===== src/rtl/ternlog_pkg.sv =====
package ternlog_pkg;
  localparam int unsigned TL_IDX_W = 3;
  localparam int unsigned TL_TT_W  = 1 << TL_IDX_W;
  localparam int unsigned TL_SEL_W = 3;

  localparam logic [TL_SEL_W-1:0] TL_SEL_FS  = 3'd3;
  localparam logic [TL_SEL_W-1:0] TL_SEL_FC  = 3'd4;
  localparam logic [TL_SEL_W-1:0] TL_SEL_C   = 3'd5;
  localparam logic [TL_SEL_W-1:0] TL_SEL_DST = 3'd6;
endpackage


===== src/rtl/ternlog_rst_sync.sv =====
module ternlog_rst_sync #(
  parameter int unsigned STAGES = 2
) (
  input  logic clk,
  input  logic rst_n,
  output logic srst_n
);
  logic [STAGES-1:0] sync_q;
  logic [STAGES-1:0] sync_d;

  always_comb begin
    sync_d = {sync_q[STAGES-2:0], 1'b1};
  end

  always_ff @(posedge clk or negedge rst_n) begin
    if (!rst_n) begin
      sync_q <= '0;
    end else begin
      sync_q <= sync_d;
    end
  end

  assign srst_n = sync_q[STAGES-1];
endmodule


===== src/rtl/ternlog_opsel.sv =====
module ternlog_opsel
  import ternlog_pkg::*;
#(
  parameter int unsigned W = 64
) (
  input  logic [TL_SEL_W-1:0] sel,
  input  logic [W-1:0]        op_fs,
  input  logic [W-1:0]        op_fc,
  input  logic [W-1:0]        op_c,
  input  logic [W-1:0]        op_dst,
  output logic [W-1:0]        third,
  output logic                legal
);
  // Only the old destination value is a legal third input for this operation.
  always_comb begin
    third = '0;
    legal = 1'b0;
    unique case (sel)
      TL_SEL_FS:  third = op_fs;
      TL_SEL_FC:  third = op_fc;
      TL_SEL_C:   third = op_c;
      TL_SEL_DST: begin
        third = op_dst;
        legal = 1'b1;
      end
      default:    third = '0;
    endcase
  end
endmodule


===== src/rtl/ternlog_lut.sv =====
module ternlog_lut
  import ternlog_pkg::*;
#(
  parameter int unsigned W = 64
) (
  input  logic [TL_TT_W-1:0] imm,
  input  logic [W-1:0]       op_hi,
  input  logic [W-1:0]       op_mid,
  input  logic [W-1:0]       op_lo,
  input  logic               legal,
  output logic [W-1:0]       res
);
  for (genvar i = 0; i < W; i++) begin : g_bit
    logic [TL_IDX_W-1:0] idx;
    assign idx    = {op_hi[i], op_mid[i], op_lo[i]};
    assign res[i] = legal & imm[idx];
  end
endmodule


===== src/rtl/ternlog_outreg.sv =====
module ternlog_outreg #(
  parameter int unsigned W = 64
) (
  input  logic         clk,
  input  logic         srst_n,
  input  logic         load,
  input  logic         take,
  input  logic [W-1:0] res_d,
  input  logic         err_d,
  output logic         vld_q,
  output logic [W-1:0] res_q,
  output logic         err_q
);
  logic vld_n;

  always_comb begin
    vld_n = vld_q;
    if (load) begin
      vld_n = 1'b1;
    end else if (take) begin
      vld_n = 1'b0;
    end
  end

  always_ff @(posedge clk or negedge srst_n) begin
    if (!srst_n) begin
      vld_q <= 1'b0;
    end else begin
      vld_q <= vld_n;
    end
  end

  always_ff @(posedge clk or negedge srst_n) begin
    if (!srst_n) begin
      res_q <= '0;
      err_q <= 1'b0;
    end else if (load) begin
      res_q <= res_d;
      err_q <= err_d;
    end
  end
endmodule


===== src/rtl/ternlog_unit.sv =====
module ternlog_unit
  import ternlog_pkg::*;
#(
  parameter int unsigned W = 64
) (
  input  logic                clk,
  input  logic                rst_n,
  input  logic                in_valid,
  output logic                in_ready,
  input  logic [TL_SEL_W-1:0] in_sel,
  input  logic [TL_TT_W-1:0]  in_imm,
  input  logic [W-1:0]        in_op_fs,
  input  logic [W-1:0]        in_op_fc,
  input  logic [W-1:0]        in_op_c,
  input  logic [W-1:0]        in_op_dst,
  input  logic [W-1:0]        in_src_a,
  input  logic [W-1:0]        in_src_b,
  output logic                out_valid,
  input  logic                out_ready,
  output logic [W-1:0]        out_data,
  output logic                out_err
);
  logic         srst_n;
  logic [W-1:0] third;
  logic         legal;
  logic [W-1:0] lut_res;
  logic         load;
  logic         take;

  ternlog_rst_sync #(.STAGES(2)) u_rst_sync (
    .clk    (clk),
    .rst_n  (rst_n),
    .srst_n (srst_n)
  );

  ternlog_opsel #(.W(W)) u_opsel (
    .sel    (in_sel),
    .op_fs  (in_op_fs),
    .op_fc  (in_op_fc),
    .op_c   (in_op_c),
    .op_dst (in_op_dst),
    .third  (third),
    .legal  (legal)
  );

  ternlog_lut #(.W(W)) u_lut (
    .imm    (in_imm),
    .op_hi  (third),
    .op_mid (in_src_a),
    .op_lo  (in_src_b),
    .legal  (legal),
    .res    (lut_res)
  );

  assign take     = out_valid & out_ready;
  assign in_ready = srst_n & (~out_valid | out_ready);
  assign load     = in_valid & in_ready;

  ternlog_outreg #(.W(W)) u_outreg (
    .clk    (clk),
    .srst_n (srst_n),
    .load   (load),
    .take   (take),
    .res_d  (lut_res),
    .err_d  (~legal),
    .vld_q  (out_valid),
    .res_q  (out_data),
    .err_q  (out_err)
  );
endmodule


===== config.mk =====
export PLATFORM = sky130hd
export DESIGN_NAME = ternlog_unit
export DESIGN_NICKNAME = d
export VERILOG_FILES = /design/src/rtl/ternlog_pkg.sv /design/src/rtl/ternlog_rst_sync.sv /design/src/rtl/ternlog_opsel.sv /design/src/rtl/ternlog_lut.sv /design/src/rtl/ternlog_outreg.sv /design/src/rtl/ternlog_unit.sv
export SDC_FILE = /design/constraint.sdc
export NUM_CORES = 1
export LEC_CHECK = 0
export ABC_AREA = 1
export BUFFER_PORTS_ARGS = -buffer_cell sky130_fd_sc_hd__buf_2
export CAP_MARGIN = 20
export CORE_MARGIN = 8
export CORE_UTILIZATION = 37
export CTS_BUF_LIST = sky130_fd_sc_hd__clkbuf_2 sky130_fd_sc_hd__clkbuf_4 sky130_fd_sc_hd__clkbuf_8
export DETAILED_ROUTE_END_ITERATION = 16
export MAX_ROUTING_LAYER = met4
export PLACE_DENSITY = 0.64
export SYNTH_ARGS = -nofsm -noshare
export SYNTH_HDL_FRONTEND = slang
export SYNTH_SLANG_ARGS = --single-unit
export TNS_END_PERCENT = 5

===== constraint.sdc =====
create_clock -name clk -period 3.15 [get_ports clk]
set_input_delay 0.1575 -clock clk [delete_from_list [all_inputs] [get_ports clk]]
set_output_delay 0.1575 -clock clk [all_outputs]
set_load 0.01 [all_outputs]

Yosys cells after proc, flatten, opt, wreduce, memory -nomap -nowiden
Cells that the tools add are included.
W data, S select, Z words.
{"block": "op_classes", "n_lt_le_gt_ge": 64, "eq_ne": 4, "mux": 132, "bitwise": 70, "reduce_logical": 1}
{"operator": "$lt A3 B4 Y1 const B", "count": 64}
{"operator": "$pmux W64 S4", "count": 1}
{"operator": "$bmux W1 S3", "count": 64}
{"operator": "$and A1 B1 Y1", "count": 67}
{"operator": "$mux W1", "count": 67}
{"operator": "$eq A3 B3 Y1 const B", "count": 3}
{"operator": "$eq A3 B2 Y1 const B", "count": 1}
{"operator": "$not A1 Y1", "count": 2}
{"operator": "$reduce_bool A2 Y1", "count": 1}
{"operator": "$or A1 B1 Y1", "count": 1}
{"block": "totals", "regBits": 68, "out_inout_bits": 67, "wordCells": 275}

Longest topological paths before layout
Gate-level depths: netlist of run 1.
{"block": "logic_depth", "word_depth": 5, "ltp_mapped": 9, "mapped_depth_nobuf": 7}

Hierarchy
A second synthesis of run 1 with hierarchy kept.
{"block": "unflattened", "cells_unflattened": 2227, "area_unflattened_um2": 11529.8}
{"mod": "ternlog_lut", "n_inst": 1, "cells_each": 1279, "area_each_um2": 5721.7}
{"mod": "ternlog_opsel", "n_inst": 1, "cells_each": 657, "area_each_um2": 3201.8}
{"mod": "ternlog_outreg", "n_inst": 1, "cells_each": 279, "area_each_um2": 2511.2}
{"mod": "ternlog_rst_sync", "n_inst": 1, "cells_each": 3, "area_each_um2": 53.8}
{"mod": "ternlog_unit", "n_inst": 1, "cells_each": 9, "area_each_um2": 41.3}

Worst setup path after synthesis of run 1
Ideal clock, no wire load.
{"block": "synth_timing", "kind": "register -> register", "start": "register u_rst_sync.sync_q[1]", "end": "register u_outreg.res_q[46]", "t_arrival_ps": 2874, "t_required_ps": 3084, "setup_slack_ps": 211, "path_stages_with_launch": 8, "period_less_slack_ps": 2939, "cell_sequence": "dfrtp_1 -> a21boi_2 -> nand2_1 -> nor2_1 -> buf_2 -> buf_2 -> nand3_1 -> nand2_1"}
{"block": "synth_between", "elab_chain_len": 2}
{"item": "from (decl)", "line": "ternlog_rst_sync.sv:8", "source": "logic [STAGES-1:0] sync_q;"}
{"item": "from (signal assigned)", "line": "ternlog_rst_sync.sv:19", "source": "sync_q <= sync_d;"}
{"item": "$and A1 B1 Y1", "line": "ternlog_unit.sv:56", "source": "assign in_ready = srst_n & (~out_valid | out_ready);"}
{"item": "named net in_ready", "line": "ternlog_unit.sv:9", "source": "output logic in_ready,"}
{"item": "$and A1 B1 Y1", "line": "ternlog_unit.sv:57", "source": "assign load = in_valid & in_ready;"}
{"item": "to (signal assigned)", "line": "ternlog_outreg.sv:38", "source": "res_q <= res_d;"}
{"item": "to (decl)", "line": "ternlog_outreg.sv:11", "source": "output logic [W-1:0] res_q,"}
The timed path passes the listed nets, and every way through them passes these cells.
A chain may end at the register's enable or synchronous reset.

Final worst setup path of run 1
{"block": "layout_timing", "start": "register u_rst_sync.sync_q[1]", "end": "register u_outreg.res_q[37]"}
{"block": "layout_between", "elab_chain_len": 2}
{"item": "$and A1 B1 Y1", "line": "ternlog_unit.sv:56"}
{"item": "$and A1 B1 Y1", "line": "ternlog_unit.sv:57"}
Every way passes these cells.

==> qor.log, run 1 <==
[synthesis] library cells used by synthesis 18
[detailed_routing] vias per inst 5.598
[placement] routability congestion estimate from global placement 0.9373
[clock_network] cell at the root of the clock tree sky130_fd_sc_hd__clkbuf_8
[synthesis] synthesized area per cell 5.219 um2
[global_route] initial antenna violation count 13
[sta] worst hold-check slack 0.1006 ns
[sta] final setup vio count 0
[clock_network] Num CTS Buffers 9
[sta] RSZ-0062 raised after global routing no
[synthesis] largest area contributor in the synthesized netlist sky130_fd_sc_hd__nand2_1
[min_path] hold depth 4
[layout] number of fill cells 2,921
[synthesis] number of enable-type register cells in the synthesized netlist 0
[die] placeable core region 26,580 um2
[min_path] type of the tightest min-delay check in2reg
[sta] crit share post-route 0.6840
[sta] worst setup margin 0.9953 ns
[status] result of the run completed
[worst_setup_path] kind of end point of the critical path flip-flop
[die] die area 32,170 um2
[synthesis] most instantiated library cell after synthesis sky130_fd_sc_hd__nand2_1
[placement] Port Buffers 465
[global_route] Remaining Overflow, GRT 0
[worst_setup_path] worst r2r dst u_outreg.res_q[37]$_DFFE_PN0P_
[synthesis] number of warnings reported in the yosys synthesis log 0
[sta] Max Clock Skew 0.02351 ns
[sta] worst slew margin relative to its limit 0.3492
[min_path] end point of the worst hold path u_outreg.vld_q$_DFFE_PN0P_
[sta] Final Critical Period 2.155 ns
[pwr] Static Leakage 7.403 nW
[sta] number of failing hold endpoints at the final stage 0
[synthesis] ys flop type sky130_fd_sc_hd__dfrtp_1
[worst_setup_path] worst-case register-to-register setup slack 1.0 ns
[layout] Layout Cells excl Fill 2,610
[worst_setup_path] Worst Reg2Reg Path Length in Cells 6
[detailed_routing] overall via count from detail_route 14,612
[global_route] maximum number of pins on one net before global-route repair 95
[global_route] first-pass GRT wire length 73.73 mm
[job] # Max-Cap Violations 0
[sta] pin slew with the least headroom to its limit 0.9761 ns
[synthesis] post-synthesis instance area 9874 um2
[worst_setup_path] largest fanout on the critical path 47
[clock_network] clock latency on the worst-skew pair 0.37 ns
[synthesis] number of synthesized register bits 68
[layout] share of layout cells above drive strength 1 0.2285
[synthesis] cell types with the highest counts after synthesis sky130_fd_sc_hd__nand2_1 (707), sky130_fd_sc_hd__nand3_1 (257), sky130_fd_sc_hd__nand4_1 (192)
[clock_network] largest buffer count on any clock path 2
[layout] Util after Layout 0.4720
[placement] number of instances in the placed design 2,578
[worst_setup_path] worst endpoint required time 3.45 ns
[clock_network] clock tree from TritonCTS yes
[detailed_routing] DRC violation count after routing 0
[placement] detailed-placement wirelength estimate 35.14 mm
[worst_setup_path] crit start category flip-flop
[synthesis] nets in the synthesized netlist 2,291
[sta] maximum clock frequency 464.1 MHz
[worst_setup_path] source of the critical timing path u_rst_sync.sync_q[1]$_DFF_PN0_
[detailed_routing] Initial DRT Pass Iterations 5
[die] Die Width 179.4 um
[worst_setup_path] critical register-to-register path startpoint u_rst_sync.sync_q[1]$_DFF_PN0_
[sta] max-slew violation total from the final report 0
[layout] synthesis-to-finish area growth 27.03%
[global_route] number of global-route vias before repair 13,738
[pwr] total power per unit cell area 271.5 nW/um2
[global_route] total global-route track usage 0.2978
[die] number of rows in the core area 60
[sta] final total negative setup slack 0 ns
[clock_network] clock transition at the registers of the reported paths 0.08 ns
[synthesis] post-synthesis instance total 1,892
[die] total I/O pin count 466
[placement] setup slack at placement 0.9547 ns
[synthesis] register area share after synthesis 0.1723
[detailed_routing] Post-DRT Antenna Nets 0
[die] Die Height 179.4 um
[clock_network] Setup Fix Bufs, Post-CTS 0
[worst_setup_path] worst endpoint data arrival time 2.45 ns
[pwr] worst vdd rail ir drop 0.2240 mV
[clock_network] CTS H-tree depth 3
[detailed_routing] initial DRC count 1,397
[synthesis] fraction of synthesized cell area taken by the top area cell type 0.2688
[detailed_routing] Total Wirelength 48.63 mm
[clock_network] # clock sinks 68
[synthesis] share of synthesized flip-flops with an asynchronous set or reset 1.000
[worst_setup_path] worst setup path category reg2reg
[detailed_routing] routed len/inst 18.63 um
[synthesis] most area-consuming cells after synthesis sky130_fd_sc_hd__nand2_1 (27%), sky130_fd_sc_hd__dfrtp_1 (17%), sky130_fd_sc_hd__nand3_1 (13%)
[die] starting utilization of the core area 0.3716
[layout] net count of the finished layout 2,648
[min_path] beginning of the worst hold path out_ready
-- critical path, stage by stage, from the launching register on --
cell and delay (ns):
sky130_fd_sc_hd__dfrtp_4 0.41, sky130_fd_sc_hd__a21boi_2 0.17, sky130_fd_sc_hd__nand2_2 0.10, sky130_fd_sc_hd__nor2_4 0.46, sky130_fd_sc_hd__buf_4 0.63, sky130_fd_sc_hd__nand3_1 0.16, sky130_fd_sc_hd__nand2_1 0.08
-- through the flow --
step	total power, mW	area (um2)
detailed placement	2.425	12250
finish	3.405	12540
global route	3.641	12540
global placement	2.397	12250
CTS	3.418	12510
floorplan	1.806	9874
-- logic make-up after synthesis --
family                 synth area share
buffers and inverters            0.1170
AND/OR/NAND/NOR                  0.5465
flip-flops                       0.1723
other                         0.0003798
AO/OA/AOI/OAI                    0.1638
-- power by group --
group / switching, mW / total, mW / internal [mW] / leakage (nW)
Sequential: 0.0417 / 0.973 / 0.931 / 0.922
Combinational: 0.925 / 1.45 / 0.528 / 6.36
Clock: 0.446 / 0.979 / 0.533 / 0.120
-- area by class of cell --
cell class,count,area [um2],share of cell area
sequential,68,1705,0.1360
timing repair buffer,490,2591,0.2066
clock inverter,7,123.9,0.009875
antenna,15,37.54,0.002993
inverter,135,506.7,0.04040
multi-input combinational,1545,7028,0.5603
clock buffer,9,123.9,0.009875
tap,341,426.7,0.03401
-- metal layers --
layer / vias to the layer above / wire length (um) / GRT usage
met5: - / 0 / -
met4: 0 / 1853 / 0.1371
met3: 109 / 4854 / 0.05490
met2: 810 / 22580 / 0.4805
met1: 6558 / 19340 / 0.3577
li1: 7135 / - / -
-- registers in the layout, summed over array words and instances (netlist names) --
| register | cells |
|---|---|
| u_rst_sync.sync_q | 2 |
| u_outreg.err_q | 1 |
| u_outreg.vld_q | 1 |
| u_outreg.res_q | 64 |
-- cells in the final DEF, fill, tap and decap left out --
cell type	Yosys	final
sky130_fd_sc_hd__a21boi_2	1	1
sky130_fd_sc_hd__a21oi_1	129	129
sky130_fd_sc_hd__buf_12	0	5
sky130_fd_sc_hd__buf_2	80	462
sky130_fd_sc_hd__buf_4	2	21
sky130_fd_sc_hd__buf_6	0	1
sky130_fd_sc_hd__bufinv_16	0	3
sky130_fd_sc_hd__clkbuf_8	0	9
sky130_fd_sc_hd__clkinv_4	0	2
sky130_fd_sc_hd__clkinvlp_4	0	1
sky130_fd_sc_hd__conb_1	1	1
sky130_fd_sc_hd__dfrtp_1	68	67
sky130_fd_sc_hd__dfrtp_4	0	1
sky130_fd_sc_hd__diode_2	0	15
sky130_fd_sc_hd__dlygate4sd3_1	0	1
sky130_fd_sc_hd__inv_1	130	130
sky130_fd_sc_hd__inv_2	3	5
sky130_fd_sc_hd__inv_6	0	1
sky130_fd_sc_hd__nand2_1	707	706
sky130_fd_sc_hd__nand2_2	0	1
sky130_fd_sc_hd__nand3_1	257	257
sky130_fd_sc_hd__nand4_1	192	192
sky130_fd_sc_hd__nor2_1	65	64
sky130_fd_sc_hd__nor2_4	1	2
sky130_fd_sc_hd__o21ai_0	132	132
sky130_fd_sc_hd__o21ai_1	60	60
-- how the worst max path moves through the flow --
stage,to,slack (ns),cells after the start
2_1_floorplan,u_outreg.res_q[46]$_DFFE_PN0P_,0.21,7
6_report,u_outreg.res_q[37]$_DFFE_PN0P_,1.0,6
3_3_place_gp,u_outreg.res_q[59]$_DFFE_PN0P_,0.96,8
5_1_grt,u_outreg.res_q[40]$_DFFE_PN0P_,0.86,6
3_5_place_dp,u_outreg.res_q[61]$_DFFE_PN0P_,0.95,6
4_1_cts,u_outreg.res_q[13]$_DFFE_PN0P_,1.02,6
-- repair_timing --
| item | in CTS | in global routing |
|---|---|---|
| resized for setup | 0 | 0 |
| hold buffers | 1 | 0 |
| hold endpoints to repair | 2 | 0 |
Power figures use the tool's default switching activity.
==> run 2, diff against run 1 <==
--- a/config.mk
+++ b/config.mk
@@ -5,15 +5,15 @@
 export SDC_FILE = /design/constraint.sdc
 export NUM_CORES = 1
 export LEC_CHECK = 0
-export ABC_AREA = 1
+export ABC_AREA = 0
 export BUFFER_PORTS_ARGS = -buffer_cell sky130_fd_sc_hd__buf_2
 export CAP_MARGIN = 20
-export CORE_MARGIN = 8
-export CORE_UTILIZATION = 37
+export CORE_AREA = 8 8 176 178
 export CTS_BUF_LIST = sky130_fd_sc_hd__clkbuf_2 sky130_fd_sc_hd__clkbuf_4 sky130_fd_sc_hd__clkbuf_8
 export DETAILED_ROUTE_END_ITERATION = 16
+export DIE_AREA = 0 0 184 186
 export MAX_ROUTING_LAYER = met4
-export PLACE_DENSITY = 0.64
+export PLACE_DENSITY = 0.58
 export SYNTH_ARGS = -nofsm -noshare
 export SYNTH_HDL_FRONTEND = slang
 export SYNTH_SLANG_ARGS = --single-unit
==> constraint.sdc (replaced) <==
create_clock -name clk -period 2.1 [get_ports clk]
set_input_delay 0.105 -clock clk [delete_from_list [all_inputs] [get_ports clk]]
set_output_delay 0.105 -clock clk [all_outputs]
set_load 0.01 [all_outputs]
==> run 2 against run 1 <==
Worst setup slack worse by 0.47 ns. Clock power up 48%. Fmax up 37%. Non-clock buffer count grew 5. Core utilization is 4.8 points lower. Clock skew down 0.0051 ns. Combinational power is 46% higher. Sequential power is 49% higher. Wire length decreased by 16%. Power grew 47%. Synthesized cell count down 59%.
==> qor.log, run 2 <==
[status] result of the run completed [unchanged]
[detailed_routing] vias per inst 5.838 [was 5.598]
[sta] Max Clock Skew 0.01840 ns [was 0.02351 ns]
[die] total I/O pin count 466 [unchanged]
[die] starting utilization of the core area 0.3224 [was 0.3716]
[die] placeable core region 28,240 um2 [was 26,580 um2]
[sta] RSZ-0062 raised after global routing no [unchanged]
[die] Die Height 186 um [was 179.4 um]
[synthesis] ys flop type sky130_fd_sc_hd__dfrtp_1 [unchanged]
[synthesis] cell types with the highest counts after synthesis sky130_fd_sc_hd__nand4b_1 (129), sky130_fd_sc_hd__mux2i_1 (128), sky130_fd_sc_hd__mux4_2 (116) [was sky130_fd_sc_hd__nand2_1 (707), sky130_fd_sc_hd__nand3_1 (257), sky130_fd_sc_hd__nand4_1 (192)]
[synthesis] largest area contributor in the synthesized netlist sky130_fd_sc_hd__mux4_2 [was sky130_fd_sc_hd__nand2_1]
[clock_network] Post-CTS Hold Buffers 1 [unchanged]
[clock_network] cell at the root of the clock tree sky130_fd_sc_hd__clkbuf_8 [unchanged]
[synthesis] post-synthesis instance total 781 [was 1,892]
[die] Die Width 184 um [was 179.4 um]
[synthesis] synthesized-area fraction occupied by ao, oa, aoi and oai cells 0.1218 [was 0.1638]
[synthesis] register area share after synthesis 0.1869 [was 0.1723]
[worst_setup_path] worst endpoint data arrival time 1.79 ns [was 2.45 ns]
[layout] register with the most flip-flops u_outreg.res_q [unchanged]
[clock_network] post-cts repair resize count 0 [unchanged]
[worst_setup_path] kind of end point of the critical path flip-flop [unchanged]
[sta] Final Critical Period 1.574 ns [was 2.155 ns]
[synthesis] number of synthesized register bits 68 [unchanged]
[global_route] number of global-route vias before repair 9,429 [was 13,738]
[synthesis] number of warnings reported in the yosys synthesis log 0 [unchanged]
[clock_network] clock transition at the registers of the reported paths 0.10 ns [was 0.08 ns]
[clock_network] clock latency on the worst-skew pair 0.36 ns [was 0.37 ns]
[worst_setup_path] Critical Path Max Stage Delay 0.58 ns [was 0.63 ns]
[detailed_routing] Total Wirelength 40.74 mm [was 48.63 mm]
[synthesis] post-synthesis instance area 9104 um2 [was 9874 um2]
[die] die area 34,220 um2 [was 32,170 um2]
[synthesis] most area-consuming cells after synthesis sky130_fd_sc_hd__mux4_2 (29%), sky130_fd_sc_hd__dfrtp_1 (19%), sky130_fd_sc_hd__mux2i_1 (14%) [was sky130_fd_sc_hd__nand2_1 (27%), sky130_fd_sc_hd__dfrtp_1 (17%), sky130_fd_sc_hd__nand3_1 (13%)]
[layout] area occupied by registers 1705 um2 [unchanged]
[worst_setup_path] worst setup path category reg2reg [unchanged]
[layout] most used cells in the layout excluding fill and tap cells sky130_fd_sc_hd__buf_2 (462), sky130_fd_sc_hd__nand4b_1 (129), sky130_fd_sc_hd__mux2i_1 (128) [was sky130_fd_sc_hd__nand2_1 (706), sky130_fd_sc_hd__buf_2 (462), sky130_fd_sc_hd__nand3_1 (257)]
[placement] detailed-placement wirelength estimate 30.43 mm [was 35.14 mm]
[clock_network] Num CTS Buffers 9 [unchanged]
[placement] routability congestion estimate from global placement 0.9758 [was 0.9373]
[pwr] Static Leakage 5.421 nW [was 7.403 nW]
[sta] pin slew with the least headroom to its limit 0.7412 ns [was 0.9761 ns]
[synthesis] synthesized-area fraction occupied by xor and xnor cells 0 [unchanged]
[sta] number of failing hold endpoints at the final stage 0 [unchanged]
[detailed_routing] Post-DRT Antenna Nets 0 [unchanged]
[worst_setup_path] largest fanout on the critical path 65 [was 47]
[clock_network] largest buffer count on any clock path 2 [unchanged]
[sta] worst slew margin relative to its limit 0.5059 [was 0.3492]
[die] number of rows in the core area 62 [was 60]
[sta] maximum clock frequency 635.5 MHz [was 464.1 MHz]
[sta] final setup vio count 0 [unchanged]
[clock_network] CTS H-tree depth 3 [unchanged]
[synthesis] most instantiated library cell after synthesis sky130_fd_sc_hd__nand4b_1 [was sky130_fd_sc_hd__nand2_1]
[layout] max reg flops 64 [unchanged]
[global_route] Remaining Overflow, GRT 0 [unchanged]
[global_route] total global-route track usage 0.2348 [was 0.2978]
[job] # Max-Cap Violations 0 [unchanged]
[global_route] first-pass GRT wire length 59.33 mm [was 73.73 mm]
[detailed_routing] Initial DRT Pass Iterations 5 [unchanged]
[layout] net count of the finished layout 1,559 [was 2,648]
[detailed_routing] DRC violation count after routing 0 [unchanged]
[layout] synthesis-to-finish area growth 31.40% [was 27.03%]
[layout] biggest registers after layout u_outreg.res_q: 64 flops, u_rst_sync.sync_q: 2 flops [unchanged]
[sta] max-slew violation total from the final report 0 [unchanged]
[synthesis] number of enable-type register cells in the synthesized netlist 0 [unchanged]
[synthesis] share of synthesized flip-flops with an asynchronous set or reset 1.000 [unchanged]
[clock_network] # clock sinks 68 [unchanged]
[sta] final total negative setup slack 0 ns [unchanged]
[synthesis] synthesized area per cell 11.66 um2 [was 5.219 um2]
[pwr] worst vdd rail ir drop 0.2741 mV [was 0.2240 mV]
[synthesis] main combinational cell family by area after synthesis multiplexers [was simple AND/OR/NAND/NOR gates]
[worst_setup_path] cell-by-cell trace of the critical path and3_1 > nand4b_1 > buf_12 > o21ai_1 [was a21boi_2 > nand2_2 > nor2_4 > buf_4 > nand3_1 > nand2_1]
[global_route] initial antenna violation count 7 [was 13]
[detailed_routing] overall via count from detail_route 9,090 [was 14,612]
[detailed_routing] initial DRC count 581 [was 1,397]
[layout] area taken by multi-input logic gates 6766 um2 [was 7028 um2]
[worst_setup_path] worst endpoint required time 2.31 ns [was 3.45 ns]
[pwr] Final Power 5.014 mW [was 3.405 mW]
[worst_setup_path] slowest cell on the critical path sky130_fd_sc_hd__dfrtp_4 [was sky130_fd_sc_hd__buf_4]
[sta] crit share post-route 0.7493 [was 0.6840]
[clock_network] clock tree from TritonCTS yes [unchanged]
[synthesis] fraction of synthesized cell area taken by the top area cell type 0.2870 [was 0.2688]
[layout] number of fill cells 2,812 [was 2,921]
[synthesis] mux cell area share after synthesis 0.4623 [was 0]
[synthesis] nets in the synthesized netlist 1,180 [was 2,291]
[min_path] type of the tightest min-delay check in2reg [unchanged]
[detailed_routing] routed len/inst 26.17 um [was 18.63 um]
[layout] Util after Layout 0.4237 [was 0.4720]
[pwr] total power per unit cell area 419.1 nW/um2 [was 271.5 nW/um2]
[clock_network] Setup Fix Bufs, Post-CTS 0 [unchanged]
[synthesis] adder-cell area share of the yosys netlist 0 [unchanged]
[placement] Port Buffers 465 [unchanged]
[synthesis] library cells used by synthesis 22 [was 18]
[synthesis] post-synthesis simple-gate area fraction 0.1574 [was 0.5465]
[layout] commonest non-fill, non-tap cell in the layout sky130_fd_sc_hd__buf_2 [was sky130_fd_sc_hd__nand2_1]
[worst_setup_path] crit start category flip-flop [unchanged]
[layout] share of layout cells above drive strength 1 0.5931 [was 0.2285]
[global_route] maximum number of pins on one net before global-route repair 82 [was 95]
## run 2: cell count changes after synthesis, moves of 65 or more
cell / delta
sky130_fd_sc_hd__nand4_1: -192
sky130_fd_sc_hd__mux2i_1: +128
sky130_fd_sc_hd__o21ai_0: -132
sky130_fd_sc_hd__nor2_1: -65
sky130_fd_sc_hd__nand4b_1: +129
sky130_fd_sc_hd__nand2_1: -642
sky130_fd_sc_hd__nand3_1: -256
sky130_fd_sc_hd__inv_1: -130
sky130_fd_sc_hd__a21oi_1: -129
sky130_fd_sc_hd__mux4_2: +116
## run 2: kinds of logic (layout without fill, tap and decap cells)
group	count (synthesis)	in the layout
mux	256	256
simple gates	200	200
compound gates	129	129
buf+inv	127	511
flops	68	68
other cells	1	9
## run 2: through the flow
stage | instances | setup WS [ns] | cell area [um2] | hold slack [ns]
after floorplan | 781 | 0.002829 | 9105 | -0.1906
after global placement | 1532 | 0.4250 | 11680 | -0.1051
after detailed placement | 1532 | 0.4181 | 11680 | -0.1051
after CTS | 1549 | 0.5103 | 11940 | 0.01926
after global routing | 1556 | 0.4501 | 11960 | 0.009752
final | 1557 | 0.5265 | 11960 | 0.04867
## run 2: critical path: cells and delay by family (launching register included)
family                 cells  cell delay [ns]
AOI/OAI and AO/OA          1             0.14
buffers and inverters      1             0.33
DFF                        1             0.58
and+or+nand+nor            2             0.35
## run 2: layer usage
layer  vias to the layer above  GRT usage  wire [um]
met5                         -          -          0
met4                         0    0.07519       1102
met3                        59    0.05836       3546
met2                       496     0.3889      20200
met1                      4551     0.2781      15890
li1                       3984          -          -
## run 2: layout make-up
type                    instances  share of cell area
multi-input cells             586              0.5656
repair buffers                495              0.2292
flip-flops and latches         68              0.1426
well taps                     384             0.04016
clock buffers                  10             0.01151
clock inverters                 6            0.009309
diodes                          8            0.001673
## run 2: power breakdown
group          leakage [nW]  switching [mW]  total (mW)  internal (mW)
sequential            0.923          0.0562        1.45           1.39
combinational          4.38            1.03        2.12           1.09
clock                 0.123           0.623        1.45          0.823
total                  5.42            1.71        5.01           3.31
## run 2: final timing paths
path / from / cells after the start / endpoint / slack, ns
max: u_rst_sync.sync_q[1]$_DFF_PN0_ / 4 / u_outreg.res_q[18]$_DFFE_PN0P_ / 0.53
min: out_ready / 3 / u_outreg.vld_q$_DFFE_PN0P_ / 0.05
max reg2reg: u_rst_sync.sync_q[1]$_DFF_PN0_ / 4 / u_outreg.res_q[18]$_DFFE_PN0P_ / 0.53
min reg2reg: u_rst_sync.sync_q[1]$_DFF_PN0_ / 0 / u_outreg.res_q[54]$_DFFE_PN0P_ / 0.16
max in group asynchronous: u_rst_sync.sync_q[1]$_DFF_PN0_ / 1 / u_outreg.res_q[18]$_DFFE_PN0P_ / 1.18
min in group asynchronous: rst_n / 2 / u_rst_sync.sync_q[0]$_DFF_PN0_ / 0.15
